File: src/rtl/alu_two_level.sv
module alu_two_level #(
  parameter int WIDTH = 32
) (
  input  logic [1:0]       alu_op,
  input  logic [5:0]       funct,
  input  logic [WIDTH-1:0] src_a,
  input  logic [WIDTH-1:0] src_b,
  output logic [3:0]       op_code,
  output logic [WIDTH-1:0] result,
  output logic             zero
);
  localparam logic [3:0] C_AND = 4'b0000;
  localparam logic [3:0] C_OR  = 4'b0001;
  localparam logic [3:0] C_ADD = 4'b0010;
  localparam logic [3:0] C_SUB = 4'b0110;
  localparam logic [3:0] C_SLT = 4'b0111;

  logic [3:0] fn_code;

  always_comb begin
    case (funct)
      6'd34:   fn_code = C_SUB;
      6'd36:   fn_code = C_AND;
      6'd37:   fn_code = C_OR;
      6'd42:   fn_code = C_SLT;
      default: fn_code = C_ADD;
    endcase
  end

  assign op_code = alu_op[1] ? fn_code : (alu_op[0] ? C_SUB : C_ADD);

  logic [WIDTH-1:0] diff;
  logic             less;
  assign diff = src_a - src_b;
  assign less = $signed(src_a) < $signed(src_b);

  always_comb begin
    case (op_code)
      C_AND:   result = src_a & src_b;
      C_OR:    result = src_a | src_b;
      C_SUB:   result = diff;
      C_SLT:   result = {{(WIDTH-1){1'b0}}, less};
      default: result = src_a + src_b;
    endcase
  end

  assign zero = (result == '0);
endmodule

File: config.mk
export PLATFORM = sky130hd
export DESIGN_NAME = alu_two_level
export DESIGN_NICKNAME = d
export VERILOG_FILES = /design/src/rtl/alu_two_level.sv
export SDC_FILE = /design/constraint.sdc
export NUM_CORES = 1
export LEC_CHECK = 0
export BUFFER_PORTS_ARGS = -buffer_cell sky130_fd_sc_hd__buf_2
export CORE_MARGIN = 3
export CORE_UTILIZATION = 36
export DETAILED_ROUTE_END_ITERATION = 6
export PLACE_DENSITY = 0.57
export SLEW_MARGIN = 15
export SYNTH_ARGS = -nofsm -noshare
export SYNTH_HDL_FRONTEND = slang
export SYNTH_SLANG_ARGS = --single-unit
File: constraint.sdc
create_clock -name vclk -period 10.4
set_input_delay 1.56 -clock vclk [all_inputs]
set_output_delay 1.56 -clock vclk [all_outputs]
set_load 0.05 [all_outputs]
Word-level counts from Yosys, hierarchy flattened:

Cells that the tools add are included.
Widths: inputs -> output; s select.

* register bits after elaboration: 0
* input bits: 72
* output and inout bits: 37
* logic and storage cells: 18

* add/sub/neg operators: 2
* order comparisons: 1
* eq/ne operators: 7
* muxes and demuxes: 4
* bitwise gates (word level): 2
* reductions and logical operators: 2

Operator list (count)
* $pmux 32 s4: 1
* $add 32x32->32: 1
* $and 32x32->32: 1
* $logic_not 32->1: 1
* $lt 32x32->1: 1
* $or 32x32->32: 1
* $sub 32x32->32: 1
* $eq 6x6->1 const B: 4
* $pmux 3 s4: 1
* $eq 4x3->1 const B: 2
* $eq 4x1->1 const B: 1
* $logic_not 4->1: 1
* $mux 4: 1
* $mux 3: 1

Depth between registers and ports, before layout:

Gate-level depths: netlist of the first run.

* depth after elaboration: 6
* mapped depth: 15
* gate-level depth less buffers: 14

Least setup slack after synthesis of the first run:

No wires, ideal clock.

* path kind: input to output
* from: input port alu_op[1]
* to: output port zero
* data arrival time: 5776 ps
* required time: 8840 ps
* slack: 3064 ps
* cell stages on the path: 13
* buffers on the path: 3
* cell sequence: and3b_1 and2_1 clkbuf_1 inv_2 clkbuf_1 clkbuf_1 a211oi_1 a21oi_1 o21ai_0 nor4_1 nand4b_1 or4_1 nor4_2

* cells in the longest elaborated chain, start to end: 4
* elaborated cells on any way between the ends: 7
* those cells by class: eq/ne (3); mux (2); reduce/logical (2)

RTL lines
* start, declared: line 4 `input logic [1:0] alu_op,`
* $mux 4 (*): line 30 `assign op_code = alu_op[1] ? fn_code : (alu_op[0] ? C_SUB : C_ADD);`
* net op_code[1]: line 8 `output logic [3:0] op_code,`
* $eq 4x3->1, or another cell as far along: line 38 `case (op_code)`
* $pmux 32 s4 (*): line 38
* net result[16]: line 9 `output logic [WIDTH-1:0] result,`
* $logic_not 32->1 (*): line 47 `assign zero = (result == '0);`
* end, declared: line 10 `output logic zero`

Mark *: on every way through the listed nets, which the timed path passes. The rest lies on a longest branch.

Final worst setup path of the first run:

* from: input port src_a[10]
* to: output port zero

* cells in the longest elaborated chain, start to end: 3
* elaborated cells on any way between the ends: 7
* those cells by class: add/sub (2); order compare (1); mux (1); bitwise (2); reduce/logical (1)

RTL lines
* start, declared: line 6 `input logic [WIDTH-1:0] src_a,`
* $add 32x32->32, or another cell as far along: line 43 `default: result = src_a + src_b;`
* $pmux 32 s4 (*): line 38
* $logic_not 32->1 (*): line 47

Mark *: on every way between the ends. The rest lies on a longest branch, timed or not.

==> results of run 1 <==
## kinds of logic after synthesis
logic type | after synthesis
adder cells (fa/ha/maj) | 98
buffers and inverters | 153
XOR/XNOR | 9
AO/OA/AOI/OAI | 284
other | 1
AND/OR/NAND/NOR | 219
multiplexers | 16
## per-layer routing
metal | up-vias | global-route usage [%] | routed length, um
met1 | 2874 | 30.7 | 8230
met4 | 0 | 4.35 | 395
li1 | 3013 | - | -
met5 | - | 0 | 0
met3 | 42 | 1.94 | 1530
met2 | 307 | 33.5 | 7920
## final cells by class
| class | count | area, um2 | share of cell area [%] |
|---|---|---|---|
| Inverter | 110 | 413 | 7.05 |
| Tap cell | 180 | 225 | 3.85 |
| Timing Repair Buffer | 114 | 586 | 10.0 |
| Multi-Input combinational cell | 627 | 4630 | 79.1 |
## Yosys cell counts (all sizes together), types with 15 or more instances
library cell | number | share of area, %
inv | 109 | 7.8
ha | 96 | 23
nor2 | 65 | 4.7
a21oi | 62 | 5.9
nand2 | 48 | 3.4
o21ai | 35 | 3.3
clkbuf | 28 | 2.0
nor3 | 20 | 2.0
a211oi | 18 | 2.7
mux2i | 16 | 3.1
buf | 15 | 1.7
o211ai | 15 | 2.2
## through the flow
stage	utilization [%]	hold WS [ns]	instances	power [mW]	setup slack (ns)
6_report	41.7	3.67	1031	0.435	3.02
5_1_grt	41.7	3.71	1031	0.469	2.77
4_1_cts	41.7	3.67	1031	0.429	3.11
3_5_place_dp	41.7	3.66	1031	0.427	3.12
3_3_place_gp	41.7	3.66	1031	0.429	3.14
2_1_floorplan	-	3.47	780	0.319	3.06
## how the worst min path moves through the flow
stage                         from    endpoint  slack, ns  depth (start not counted)
after floorplan           funct[3]  op_code[0]       3.47                          2
after global placement    funct[3]  op_code[0]       3.66                          4
after detailed placement  funct[3]  op_code[0]       3.66                          4
after CTS                 funct[3]  op_code[0]       3.67                          4
after global routing      funct[3]  op_code[0]       3.71                          4
final                     funct[3]  op_code[0]       3.67                          4
## power by group
part | total (mW) | internal (mW) | switching (mW)
combinational | 0.435 | 0.136 | 0.298
clock | 0 | 0 | 0
sequential | 0 | 0 | 0
==> flow_summary.json, run 1 <==
{
  "status": "finished, final reports clean",
  "cp.depth": 15,
  "crit_end": "zero",
  "antenna_found_initial": 0,
  "core.rowCount": 43,
  "route.detailed.drc": 0,
  "vias_per_cell": 6.05,
  "rsz0062_at_grt": "no",
  "crit_path_start": "src_a[10]",
  "grt_pass1_wl_mm": 28.9,
  "muxShareOfSynthArea_pct": 3.06,
  "period_needed_ns": 7.38,
  "crit_chain": "buf_2 > inv_1 > ha_1 > a21oi_1 > o221ai_1 > a21oi_1 > o21ai_0 > a32o_1 > nor2_1 > o22ai_1 > nor4_1 > nand4b_1 > or4_1 > nor4_2 > buf_2",
  "mostFrequentLayoutCells": "108 x buf_2, 102 x inv_1, 96 x ha_1",
  "hp-class": "in2out",
  "cp.arrival_ns": 5.82,
  "yosys_warnings": 0,
  "power_density_nw_per_um2": 74.2,
  "die_x_um": 127,
  "synthSimpleGateAreaFrac_pct": 21.0,
  "path_delay_family": "compound AO/OA/AOI/OAI gates",
  "initial_utilization_pct": 37.3,
  "fin_crit_sh_pct": 70.9,
  "diodes": 0,
  "worst_pin_slew_ns": 0.876,
  "placement.io_buffers": 108,
  "cap_viol_max_count": 0,
  "design.die.area_um2": 16000,
  "final_cell_area_um2": 5860,
  "die_h_um": 127,
  "slowest_delay_ns": 0.56,
  "core_area_um2": 14000,
  "clkbuf_count": 0,
  "postRouteAntennaNets": 0,
  "syn_to_final_growth_pct": 12.0,
  "synth_cells": 780,
  "peakVddDrop_uv": 46.9,
  "cp_max_fo": 13,
  "synth_xor_area_share_pct": 1.51,
  "fmax_ghz": 0.136,
  "path_buf_inv": 3,
  "hpwl_mm": 14.3,
  "synth-compound-area-share_pct": 39.1,
  "synth_fp_nets": 950,
  "worstPathRequired_ns": 8.84,
  "nFlopsAndLatches": 0,
  "grt_overflow_total": 0,
  "leakagePower_nw": 2.86,
  "cp-end-kind": "output port",
  "synth_top_family_by_area": "compound AO/OA/AOI/OAI gates",
  "slew-limit-headroom_pct": 41.6,
  "seq_area_um2": 0,
  "critPathLaunchType": "input pin",
  "grt_max_degree": 54,
  "routed_wirelength_mm": 18.1,
  "syn-cell-area_um2": 5230,
  "hold_violations": 0,
  "crit_slowest_cell": "or4_1",
  "ctsHoldBuffers": 0,
  "synth_fa_ha_area_share_pct": 23.7,
  "nNetsFinal": 1023,
  "post_cts_buffers": 0,
  "gp_congestion": 0.942,
  "postPlaceCellArea_um2": 5860,
  "layout-drive-gt1-share_pct": 16.3,
  "synth_seq_area_share_pct": 0,
  "finalSetupTns_ns": 0,
  "first_global_vias": 5676,
  "io_pins": 109,
  "drt_pre_antenna_iters": 5,
  "ys_types": 86,
  "syn_area_per_cell_um2": 6.71,
  "cts_resized": 0,
  "drtIter0Drc": 711,
  "fillCellCount": 1524,
  "track_usage_pct": 21.0,
  "finalSetupViolations": 0,
  "critPathKind": "in2out",
  "num_vias": 6236,
  "avgRoutedWirePerCell_um": 17.5,
  "slew_viol_final": 0,
  "final_common_cell": "buf_2"
}
No activity file was read; power rests on OpenSTA's default activity.
==> run 2: changes to the inputs <==
==> constraint.sdc (replaced) <==
create_clock -name vclk -period 7.5
set_input_delay 1.125 -clock vclk [all_inputs]
set_output_delay 1.125 -clock vclk [all_outputs]
set_load 0.05 [all_outputs]
==> flow_summary.json, run 2 (synthesis gave the netlist of run 1 again) <==
{
  "dr_wl_met2_mm": 7.99,
  "antenna_found_initial": 0,
  "power_density_nw_per_um2": 103,
  "route.detailed.drc": 0,
  "track_usage_pct": 21.2,
  "place_inst": 1029,
  "slew_viol_final": 0,
  "nNetsFinal": 1021,
  "timing.hold.ws_ns": 2.81,
  "placement.io_buffers": 108,
  "vias_per_cell": 6.00,
  "crit_path_start": "src_a[5]",
  "nFlopsAndLatches": 0,
  "fillCellCount": 1564,
  "postRouteAntennaNets": 0,
  "cp_max_fo": 12,
  "avgRoutedWirePerCell_um": 17.6,
  "post_cts_buffers": 0,
  "routed-wl-met3_mm": 1.37,
  "ctsHoldBuffers": 0,
  "first_global_vias": 5649,
  "fin_crit_sh_pct": 85.9,
  "die_x_um": 127,
  "cp.depth": 15,
  "syn_to_final_growth_pct": 11.7,
  "slew-limit-headroom_pct": 31.9,
  "fmax_ghz": 0.155,
  "grt_max_degree": 53,
  "wl_met1_mm": 8.36,
  "finalSetupTns_ns": 0,
  "design.die.area_um2": 16000,
  "initial_utilization_pct": 37.3,
  "top_layer": "met4",
  "routed_wirelength_mm": 18.1,
  "critPathLaunchType": "input pin",
  "path_delay_family": "compound AO/OA/AOI/OAI gates",
  "cts_resized": 0,
  "critPathKind": "in2out",
  "num_vias": 6177,
  "crit_chain": "buf_2 > inv_1 > ha_1 > o211ai_1 > o21ai_1 > nand4_1 > a211oi_1 > nor4b_1 > o21ai_1 > a2bb2oi_1 > o221ai_1 > o21bai_1 > or4_1 > nor4_2 > buf_2",
  "min_from": "funct[3]",
  "slowest_delay_ns": 0.61,
  "finalSetupViolations": 0,
  "core.rowCount": 43,
  "crit_end": "zero",
  "grt_pass1_wl_mm": 29.0,
  "peakVddDrop_uv": 73.7,
  "gp_congestion": 0.941,
  "period_needed_ns": 6.45,
  "worst_pin_slew_ns": 1.02,
  "cp-end-kind": "output port",
  "drt_pre_antenna_iters": 5,
  "io_pins": 109,
  "hold_violations": 0,
  "layout-drive-gt1-share_pct": 16.1,
  "cap_viol_max_count": 0,
  "cp.arrival_ns": 5.32,
  "clkbuf_count": 0,
  "path_buf_inv": 3,
  "rsz0062_at_grt": "no",
  "final_common_cell": "buf_2",
  "hp-class": "in2out",
  "die_h_um": 127,
  "core_area_um2": 14000,
  "diodes": 0,
  "mostFrequentLayoutCells": "108 x buf_2, 102 x inv_1, 96 x ha_1",
  "crit_slowest_cell": "a211oi_1",
  "leakagePower_nw": 2.85,
  "status": "finished, final reports clean",
  "grt_overflow_total": 0,
  "drtIter0Drc": 737,
  "seq_area_um2": 0,
  "worstPathRequired_ns": 6.38,
  "hpwl_mm": 14.5,
  "instances_no_fill": 1029
}
run 2: cell types whose count changed in the layout (fill, tap and decap cells not counted), sizes merged:
| cell | before | now |
|---|---|---|
| buf | 114 | 112 |
run 2: metrics by stage:
step           util (%)  setup WS [ns]  instance area [um2]  power, mW
3_5_place_dp       41.6           1.12                 5840      0.592
4_1_cts            41.6           1.11                 5840      0.595
3_3_place_gp       41.6           1.09                 5840      0.597
6_report           41.6           1.05                 5840      0.603
2_1_floorplan         -           1.03                 5230      0.443
5_1_grt            41.6          0.594                 5840      0.651
run 2: layout make-up:
| cell class | count | area (um2) | area share (%) |
|---|---|---|---|
| multi-input combinational | 627 | 4630 | 79.3 |
| tap | 180 | 225 | 3.86 |
| timing repair buffer | 112 | 571 | 9.77 |
| inverter | 110 | 413 | 7.07 |
run 2: per-layer routing:
metal,global-route usage [%],vias up
met5,0,-
met4,3.72,0
met3,1.47,37
met2,34.1,315
met1,31.4,2821
li1,-,3004
run 2: worst min path at each step:
stage / slack [ns] / end / depth (start not counted)
after global placement: 2.80 / op_code[0] / 4
after floorplan: 2.60 / op_code[0] / 2
final: 2.81 / op_code[0] / 4
after CTS: 2.80 / op_code[0] / 4
after global routing: 2.84 / op_code[0] / 4
after detailed placement: 2.80 / op_code[0] / 4
run 2: power breakdown:
| group | internal [mW] | leakage, nW | switching [mW] |
|---|---|---|---|
| combinational | 0.188 | 2.85 | 0.414 |
| clock | 0 | 0 | 0 |
| sequential | 0 | 0 | 0 |
==> run 3: changes to the inputs <==
--- a/config.mk
+++ b/config.mk
@@ -7,9 +7,9 @@
 export LEC_CHECK = 0
 export BUFFER_PORTS_ARGS = -buffer_cell sky130_fd_sc_hd__buf_2
 export CORE_MARGIN = 3
-export CORE_UTILIZATION = 36
+export CORE_UTILIZATION = 45
 export DETAILED_ROUTE_END_ITERATION = 6
-export PLACE_DENSITY = 0.57
+export PLACE_DENSITY = 0.69
 export SLEW_MARGIN = 15
 export SYNTH_ARGS = -nofsm -noshare
 export SYNTH_HDL_FRONTEND = slang
==> flow_summary.json, run 3 (synthesis gave the netlist of run 1 again) <==
{
  "hpwl_mm": 13.7,
  "fmax_ghz": 0.156,
  "mostFrequentLayoutCells": "108 x buf_2, 102 x inv_1, 96 x ha_1",
  "slew_viol_final": 0,
  "path_buf_inv": 3,
  "timing.hold.ws_ns": 2.80,
  "ctsHoldBuffers": 0,
  "rsz0062_at_grt": "no",
  "hold_violations": 0,
  "die_x_um": 114,
  "initial_utilization_pct": 47.2,
  "die_h_um": 114,
  "fillCellCount": 1148,
  "nNetsFinal": 1022,
  "final_common_cell": "buf_2",
  "io_pins": 109,
  "period_needed_ns": 6.41,
  "seq_area_um2": 0,
  "cp_max_fo": 12,
  "layout-drive-gt1-share_pct": 16.2,
  "multi_input_area_um2": 4630,
  "final_cell_area_um2": 5800,
  "syn_to_final_growth_pct": 10.9,
  "placement.io_buffers": 108,
  "finalSetupViolations": 0,
  "num_vias": 6266,
  "grt_pass1_wl_mm": 28.1,
  "cp.arrival_ns": 5.28,
  "postRouteAntennaNets": 0,
  "postPlaceCellArea_um2": 5800,
  "grt_max_degree": 53,
  "diodes": 0,
  "first_global_vias": 5779,
  "cp-end-kind": "output port",
  "vias_per_cell": 6.33,
  "critPathKind": "in2out",
  "worstPathRequired_ns": 6.38,
  "fin_crit_sh_pct": 85.5,
  "critPathLaunchType": "input pin",
  "finalSetupTns_ns": 0,
  "routed_wirelength_mm": 17.2,
  "dp_slack_ns": 1.20,
  "power_density_nw_per_um2": 103,
  "path_delay_family": "compound AO/OA/AOI/OAI gates",
  "slowest_delay_ns": 0.60,
  "cap_viol_max_count": 0,
  "gp_congestion": 1.02,
  "slew-limit-headroom_pct": 37.6,
  "antenna_found_initial": 0,
  "route.detailed.drc": 0,
  "track_usage_pct": 25.4,
  "worst_pin_slew_ns": 0.936,
  "design.die.area_um2": 13000,
  "post_cts_buffers": 0,
  "crit_slowest_cell": "a211oi_1",
  "instances_no_fill": 990,
  "crit_chain": "buf_2 > inv_1 > ha_1 > o211ai_1 > o21ai_1 > nand4_1 > a211oi_1 > nor4b_1 > o21ai_1 > a2bb2oi_1 > o221ai_1 > o21bai_1 > or4_1 > nor4_2 > buf_2",
  "cts_resized": 0,
  "hp-class": "in2out",
  "grt_overflow_total": 0,
  "leakagePower_nw": 2.86,
  "drtIter0Drc": 841,
  "peakVddDrop_uv": 69.8,
  "drt_pre_antenna_iters": 7,
  "nFlopsAndLatches": 0,
  "core.rowCount": 38,
  "status": "finished, final reports clean",
  "place_inst": 990,
  "avgRoutedWirePerCell_um": 17.4,
  "clkbuf_count": 0,
  "core_area_um2": 11100,
  "fin_ws_ns": 1.09
}
[run 3: path summary, 6_finish.rpt]
path  slack, ns     start  cells after the start         end
max        1.09  src_a[5]                     15        zero
min        2.80  funct[2]                      5  op_code[0]
[run 3: power breakdown]
group	switching, mW	leakage, nW	total (mW)	internal (mW)
Combinational	0.409	2.86	0.598	0.188
Clock	0	0	0	0
Sequential	0	0	0	0
Total	0.409	2.86	0.598	0.188
[run 3: metrics by stage]
step,utilization [%],power (mW)
final,52.3,0.598
after global routing,52.3,0.646
after CTS,52.3,0.587
after detailed placement,52.3,0.584
after global placement,52.3,0.585
after floorplan,-,0.443
[run 3: layer usage]
layer	up-vias	track usage, %	share of wire (%)
met4	0	7.05	3.0
li1	3010	-	-
met3	58	2.33	10
met5	-	0	0
met1	2821	37.1	44
met2	377	39.7	42
[run 3: cell type report]
cell class,count,share of cell area [%]
multi-input cells,627,79.9
inverters,110,7.12
well taps,140,3.02
repair buffers,113,9.97
